<file path="src/rtl/i2c_tgt_pkg.sv">
package i2c_tgt_pkg;
  localparam int BYTE_W = 8;

  typedef enum logic [2:0] {
    ST_IDLE, ST_RX, ST_ACK, ST_TX, ST_MACK, ST_IGNORE
  } tgt_state_e;

  typedef enum logic [1:0] {
    PH_DEV, PH_REG, PH_WR
  } rx_phase_e;

  // pointer step with natural 8-bit wrap
  function automatic logic [BYTE_W-1:0] ptr_next(input logic [BYTE_W-1:0] p);
    return p + 1'b1;
  endfunction

  // byte returned on a read: holes read as zero
  function automatic logic [BYTE_W-1:0] rd_byte(input logic hit, input logic [BYTE_W-1:0] d);
    return hit ? d : '0;
  endfunction
endpackage

</file>
<file path="src/rtl/i2c_line_sync.sv">
module i2c_line_sync #(
  parameter int STAGES = 2
) (
  input  logic clk,
  input  logic rst_n,
  input  logic scl_i,
  input  logic sda_i,
  output logic scl_s,
  output logic sda_s,
  output logic scl_rise,
  output logic scl_fall,
  output logic start_det,
  output logic stop_det
);
  logic [STAGES:0] scl_q, sda_q;
  logic scl_d, sda_d;

  always_ff @(posedge clk or negedge rst_n) begin
    if (!rst_n) begin
      scl_q <= '1;
      sda_q <= '1;
    end else begin
      scl_q <= {scl_q[STAGES-1:0], scl_i};
      sda_q <= {sda_q[STAGES-1:0], sda_i};
    end
  end

  assign scl_s     = scl_q[STAGES-1];
  assign sda_s     = sda_q[STAGES-1];
  assign scl_d     = scl_q[STAGES];
  assign sda_d     = sda_q[STAGES];
  assign scl_rise  = scl_s & ~scl_d;
  assign scl_fall  = ~scl_s & scl_d;
  assign start_det = scl_s & scl_d & ~sda_s & sda_d;
  assign stop_det  = scl_s & scl_d & sda_s & ~sda_d;
endmodule

</file>
<file path="src/rtl/i2c_reg_decode.sv">
module i2c_reg_decode #(
  parameter int                    NUM_REGS     = 5,
  parameter logic [NUM_REGS*8-1:0] REG_ADDRS    = '0,
  parameter logic [NUM_REGS-1:0]   REG_WRITABLE = '0
) (
  input  logic [7:0] addr,
  output logic       hit,
  output logic       writable
);
  always_comb begin
    hit      = 1'b0;
    writable = 1'b0;
    for (int i = 0; i < NUM_REGS; i++) begin
      if (REG_ADDRS[i*8 +: 8] == addr) begin
        hit      = 1'b1;
        writable = REG_WRITABLE[i];
      end
    end
  end
endmodule

</file>
<file path="src/rtl/i2c_regmap_target.sv">
module i2c_regmap_target
  import i2c_tgt_pkg::*;
#(
  parameter logic [6:0]            DEV_ADDR     = 7'h2A,
  parameter int                    SYNC_STAGES  = 2,
  parameter int                    NUM_REGS     = 5,
  parameter logic [NUM_REGS*8-1:0] REG_ADDRS    = {8'hFF, 8'h12, 8'h11, 8'h10, 8'h00},
  parameter logic [NUM_REGS-1:0]   REG_WRITABLE = 5'b10110
) (
  input  logic              clk,
  input  logic              rst_n,
  input  logic              scl_i,
  input  logic              sda_i,
  output logic              sda_oe,
  output logic [BYTE_W-1:0] reg_rd_addr,
  input  logic [BYTE_W-1:0] reg_rd_data,
  output logic              reg_wr_stb,
  output logic [BYTE_W-1:0] reg_wr_addr,
  output logic [BYTE_W-1:0] reg_wr_data,
  output logic              xfer_done
);
  localparam int CNT_W = $clog2(BYTE_W);

  logic scl_s, sda_s, scl_rise, scl_fall, start_det, stop_det;
  tgt_state_e        state;
  rx_phase_e         phase;
  logic [CNT_W-1:0]  bit_cnt;
  logic              byte_rdy, rd_mode, selected, mack;
  logic [BYTE_W-1:0] shreg, tx_sh, ptr;
  logic [BYTE_W-1:0] dec_addr, tx_load;
  logic              dec_hit, dec_wr, wr_accept;

  i2c_line_sync #(.STAGES(SYNC_STAGES)) sync_i (
    .clk(clk), .rst_n(rst_n), .scl_i(scl_i), .sda_i(sda_i),
    .scl_s(scl_s), .sda_s(sda_s), .scl_rise(scl_rise), .scl_fall(scl_fall),
    .start_det(start_det), .stop_det(stop_det)
  );

  // the pointer byte is decoded while it is still in the shift register
  assign dec_addr = (state == ST_RX && phase == PH_REG) ? shreg : ptr;

  i2c_reg_decode #(
    .NUM_REGS(NUM_REGS), .REG_ADDRS(REG_ADDRS), .REG_WRITABLE(REG_WRITABLE)
  ) dec_i (
    .addr(dec_addr), .hit(dec_hit), .writable(dec_wr)
  );

  assign tx_load     = rd_byte(dec_hit, reg_rd_data);
  assign wr_accept   = dec_hit & dec_wr;
  assign reg_rd_addr = ptr;

  always_ff @(posedge clk or negedge rst_n) begin
    if (!rst_n) begin
      state       <= ST_IDLE;
      phase       <= PH_DEV;
      bit_cnt     <= '0;
      byte_rdy    <= 1'b0;
      rd_mode     <= 1'b0;
      selected    <= 1'b0;
      mack        <= 1'b0;
      shreg       <= '0;
      tx_sh       <= '0;
      ptr         <= '0;
      sda_oe      <= 1'b0;
      reg_wr_stb  <= 1'b0;
      reg_wr_addr <= '0;
      reg_wr_data <= '0;
      xfer_done   <= 1'b0;
    end else begin
      reg_wr_stb <= 1'b0;
      xfer_done  <= 1'b0;
      if (stop_det) begin
        xfer_done <= selected;
        selected  <= 1'b0;
        state     <= ST_IDLE;
        sda_oe    <= 1'b0;
      end else if (start_det) begin
        state    <= ST_RX;
        phase    <= PH_DEV;
        bit_cnt  <= '0;
        byte_rdy <= 1'b0;
        sda_oe   <= 1'b0;
      end else begin
        case (state)
          ST_RX: begin
            if (scl_rise) begin
              shreg   <= {shreg[BYTE_W-2:0], sda_s};
              bit_cnt <= bit_cnt + 1'b1;
              if (bit_cnt == CNT_W'(BYTE_W-1)) byte_rdy <= 1'b1;
            end else if (scl_fall && byte_rdy) begin
              byte_rdy <= 1'b0;
              state    <= ST_ACK;
              case (phase)
                PH_DEV: begin
                  if (shreg[BYTE_W-1:1] == DEV_ADDR) begin
                    selected <= 1'b1;
                    rd_mode  <= shreg[0];
                    sda_oe   <= 1'b1;
                  end else begin
                    state <= ST_IGNORE;
                  end
                end
                PH_REG: begin
                  ptr    <= shreg;
                  sda_oe <= dec_hit;
                end
                default: begin
                  sda_oe <= wr_accept;
                  if (wr_accept) begin
                    reg_wr_stb  <= 1'b1;
                    reg_wr_addr <= ptr;
                    reg_wr_data <= shreg;
                  end
                  ptr <= ptr_next(ptr);
                end
              endcase
            end
          end
          ST_ACK: begin
            if (scl_fall) begin
              bit_cnt <= '0;
              if (phase == PH_DEV && rd_mode) begin
                state  <= ST_TX;
                tx_sh  <= tx_load;
                sda_oe <= ~tx_load[BYTE_W-1];
              end else begin
                state  <= ST_RX;
                sda_oe <= 1'b0;
                phase  <= (phase == PH_DEV) ? PH_REG : PH_WR;
              end
            end
          end
          ST_TX: begin
            if (scl_fall) begin
              if (bit_cnt == CNT_W'(BYTE_W-1)) begin
                sda_oe <= 1'b0;
                state  <= ST_MACK;
                ptr    <= ptr_next(ptr);
              end else begin
                bit_cnt <= bit_cnt + 1'b1;
                tx_sh   <= {tx_sh[BYTE_W-2:0], 1'b0};
                sda_oe  <= ~tx_sh[BYTE_W-2];
              end
            end
          end
          ST_MACK: begin
            if (scl_rise) begin
              mack <= ~sda_s;
            end else if (scl_fall) begin
              if (mack) begin
                state   <= ST_TX;
                bit_cnt <= '0;
                tx_sh   <= tx_load;
                sda_oe  <= ~tx_load[BYTE_W-1];
              end else begin
                state  <= ST_IGNORE;
                sda_oe <= 1'b0;
              end
            end
          end
          default: ;
        endcase
      end
    end
  end

  // the output only moves while SCL is low, bar bus-condition release
  p_sda_scl_low_r3: assert property (@(posedge clk) disable iff (!rst_n)
    (!$stable(sda_oe) && !$past(start_det) && !$past(stop_det)) |-> !scl_s);

  // no movement of SDA during the high phase of the acknowledge clock
  p_ack_hold_r4: assert property (@(posedge clk) disable iff (!rst_n)
    (state == ST_ACK && scl_s && $past(scl_s) && !stop_det && !start_det) |-> $stable(sda_oe));

  // a deselected or finished target stays silent
  p_ignore_quiet_r1: assert property (@(posedge clk) disable iff (!rst_n)
    (state == ST_IGNORE) |-> (!sda_oe && !reg_wr_stb));

  // the done pulse follows a detected STOP
  p_done_after_stop_r2: assert property (@(posedge clk) disable iff (!rst_n)
    xfer_done |-> $past(stop_det));

  // the pointer has already moved past the address being written
  p_ptr_step_r6: assert property (@(posedge clk) disable iff (!rst_n)
    reg_wr_stb |-> (ptr == ptr_next(reg_wr_addr)));
endmodule

</file>
<file path="config.mk">
export PLATFORM = sky130hd
export DESIGN_NAME = i2c_regmap_target
export DESIGN_NICKNAME = d
export VERILOG_FILES = /design/src/rtl/i2c_tgt_pkg.sv /design/src/rtl/i2c_line_sync.sv /design/src/rtl/i2c_reg_decode.sv /design/src/rtl/i2c_regmap_target.sv
export SDC_FILE = /design/constraint.sdc
export NUM_CORES = 1
export LEC_CHECK = 0
export CORE_UTILIZATION = 55
export DETAILED_ROUTE_END_ITERATION = 10
export PLACE_DENSITY = 0.77
export SLEW_MARGIN = 20
export SYNTH_ARGS = -nofsm -noshare
export SYNTH_HDL_FRONTEND = slang
export SYNTH_HIERARCHICAL = 1
export SYNTH_SLANG_ARGS = --single-unit
</file>
<file path="constraint.sdc">
create_clock -name clk -period 4 [get_ports clk]
set_input_delay 0.4 -clock clk [delete_from_list [all_inputs] [get_ports clk]]
set_output_delay 0.4 -clock clk [all_outputs]
set_load 0.005 [all_outputs]
</file>
==> summary.md <==
| Metric | Value |
|---|---|
| Status | finished clean |
| Max-slew violation count | 0 |
| Core ar. | approximately 0.0055 mm^2 |
| Crit-path max cell delay | between 0.5 and 0.6 ns |
| Via count | about 2.4k |
| Most numerous cell in the Yosys netlist | dfrtp_1 |
| Net Count, Synth | 299 |
| Global-route wire length before repair | between 10 and 15 mm |
| Initial antenna violation count | 0 |
| CP Class | reg -> reg |
| Max FO, Critical Path | 17 |
| Critical Path, Cell by Cell | nor3b_2, buf_4, nand2_1, mux2_2, or4_4, nor2_1, a22o_1, and4_1, buf_4, mux2_2 |
| Iter 0 DRT Violations | 200 |
| Post-DR vias/cell | approximately 6 |
| Sink Count | 60 |
| Final HPWL DP | ~4.5 mm |
| Max Root-Sink Buffers | 2 |
| Clk root buf | clkbuf_8 |
| Max VDD drop | about 0.28 mV |
| H-tree depth | 3 |
| GRT Total Usage | about a quarter |
| Synth area leaders | dfrtp_1, mux2_2, dfstp_2 |
| Initial DRT Pass Iterations | 4 |
| RSZ-0062 raised after global routing | no |
| Asr flop ratio synth | 100% |
| Min-Delay Path Class | in -> async |
| Final setup TNS | 0 ns |
| Largest area contributor in the netlist | dfrtp_1 |
| Die span in x | slightly below 80 um |
| Die area | about 0.006 mm^2 |
| Syn Std Cell Area | ~0.0031 mm^2 |
| Worst path arrival time | between 3 and 4 ns |
| WL per Instance | ~16 um |
| Synth top area share | between 40 and 50% |
| Min setup slack post-route | approximately 0.46 ns |
| Chip height | 77.4 um |
| Worst clock skew | 0.00744 ns |
| Vias in the first global route | approximately 2.3k |
| Synthesis Warnings | 6 |
| Hold Fails Final Rpt | 0 |
| Top_reg_cell synth | dfrtp_1 |
| Period Utilization, post-route | 88.4% |
| WL final | ~6.6 mm |
| Remaining routing DRC violations | 0 |
| Fillers | 434 |
| Synth Area per Inst | 11.0 um^2 |
| Critical Path RT | 4.22 ns |
| Post-synthesis cell type count | 57 |
| Max-Cap Viols | 0 |
| Clock tree from TritonCTS | built |
| Endpoint class of the critical path | flop |
| CP max-delay cell | or4_4 |
| Placement-stage cell area | 0.00355 mm^2 |
| Crit-path leading delay family | simple AND/OR/NAND/NOR gates |
| Max-slew headroom | 48.1% |
| Seq cells post-synth | 60 |
| Gr ovfl total | 0 |
| Nets | roughly 340 |
| Post-synth EDFFs | 0 |
| Fin area | 0.00371 mm^2 |
| Pin count of the biggest net entering global routing | a little over 40 |
| WP buf/inv | 2 |
| Fmax | approximately 280 MHz |
| Worst-skew pair later-pin latency | about 0.34 ns |
| Initial Util | roughly 57% |
| Row count | 27 |
| Hold WS | 0.00153 ns |
| Placer Congestion | between 0.8 and 0.9 |
| Total chip power | roughly 1.9 mW |
| I/O Buffers | 38 |
| Worst setup SP type | flop |
| Total CTS buffers | 9 |
| Cts hold-fix bufs | 0 |
| Actual slew at the worst max-slew pin | 0.777 ns |
| Leakage power | between 1.5 and 2 nW |
| Diodes inserted | 0 |
| # resized after CTS | 0 |
| Final ANT Viol Nets | 0 |
| Clk pin slew, worst setup/hold paths | about 0.06 ns |
| # IOs | 39 |
| Final setup viols | 0 |
| Setup Buffers After CTS | 0 |
| Post-synthesis sequential area ratio | between 40% and 50% |
| Pwr Density | between 500 and 600 mW/mm^2 |
| Cells after synthesis | roughly 280 |
| Layout area overhead | 18.9% |
| Pre-CTS setup slack | 0.509 ns |
| Min Clock Period, post-route | between 3 and 4 ns |
| Layout cell share with drive strength beyond 1 | roughly 23% |
| Most instantiated cells after synthesis | dfrtp_1, mux2_2, nand2_1 |
-- area by class of cell --
cell class / count / area [um^2] / area share [%]
timing repair buffer: 42 / 405 / 10.9
clock buffer: 14 / 153 / 4.11
sequential: 60 / 1510 / 40.6
multi-input combinational: 202 / 1510 / 40.8
clock inverter: 2 / 12.5 / 0.337
inverter: 8 / 30.0 / 0.809
tap: 72 / 90.1 / 2.43
-- registers in the layout, summed over array words and instances (netlist names), 2 cells and up --
name          count
state             3
tx_sh             7
reg_wr_addr       8
sync_i/scl_q      3
reg_rd_addr       8
sync_i/sda_q      3
shreg             8
phase             2
bit_cnt           3
reg_wr_data       8
-- through the flow --
| stage | std cells | utilization (%) |
|---|---|---|
| after global routing | 400 | 67.9 |
| final | 400 | 67.9 |
| after global placement | 384 | 64.8 |
| after CTS | 400 | 67.9 |
| after detailed placement | 384 | 64.8 |
| after floorplan | 283 | - |
-- report_power, final --
group	leakage [nW]	switching [mW]	internal (mW)
clock network	0.0807	0.229	0.242
logic	0.767	0.272	0.276
registers	0.779	0.132	0.722
-- cells in the final DEF (no fill, tap or decap), drive strengths merged, types with 3 or more instances in the layout --
master	count
buf	5
dfstp	6
nor2b	5
a2bb2oi	6
nand3	20
clkbuf	14
inv	8
nand2	25
nor2	11
and3	6
clkdlybuf4s50	37
nand4	3
ha	4
a41oi	3
mux2	43
a22o	3
a31oi	4
nor3b	4
dfrtp	54
a21oi	12
o21ai	15
-- final timing paths --
| path | from | endpoint | slack [ns] | cells after the start |
|---|---|---|---|---|
| max | state[0]$_DFFE_PN0P_ | reg_wr_addr[6]$_DFFE_PN0P_ | 0.46 | 10 |
| min | rst_n | reg_wr_addr[7]$_DFFE_PN0P_ | 0.002 | 1 |
| max reg2reg | state[0]$_DFFE_PN0P_ | reg_wr_addr[6]$_DFFE_PN0P_ | 0.46 | 10 |
| min reg2reg | sync_i/scl_q[0]$_DFF_PN1_ | sync_i/scl_q[1]$_DFF_PN1_ | 0.36 | 0 |
| max in group asynchronous | rst_n | sync_i/scl_q[1]$_DFF_PN1_ | 3.11 | 2 |
| min in group clk | sync_i/scl_q[0]$_DFF_PN1_ | sync_i/scl_q[1]$_DFF_PN1_ | 0.36 | 0 |
-- kinds of logic after synthesis --
logic type	count (synthesis)	synth area share, %
compound gates	62	13.9
fa+ha+maj	5	1.92
simple gates	90	16.5
mux	44	15.8
buf+inv	21	3.20
xor+xnor	1	0.280
flops	60	48.3
-- routing by layer --
layer | part of all wire (%) | global-route usage, % | vias up | routed length, um
met5 | 0 | 0 | - | 0
met1 | 46 | 34.1 | 1188 | 3060
met2 | 48 | 36.5 | 59 | 3150
met4 | 1.3 | 11.7 | 0 | 88
met3 | 4.5 | 3.88 | 8 | 294
li1 | - | - | 1135 | -
Note: power is estimated with default switching activity, not from simulation.
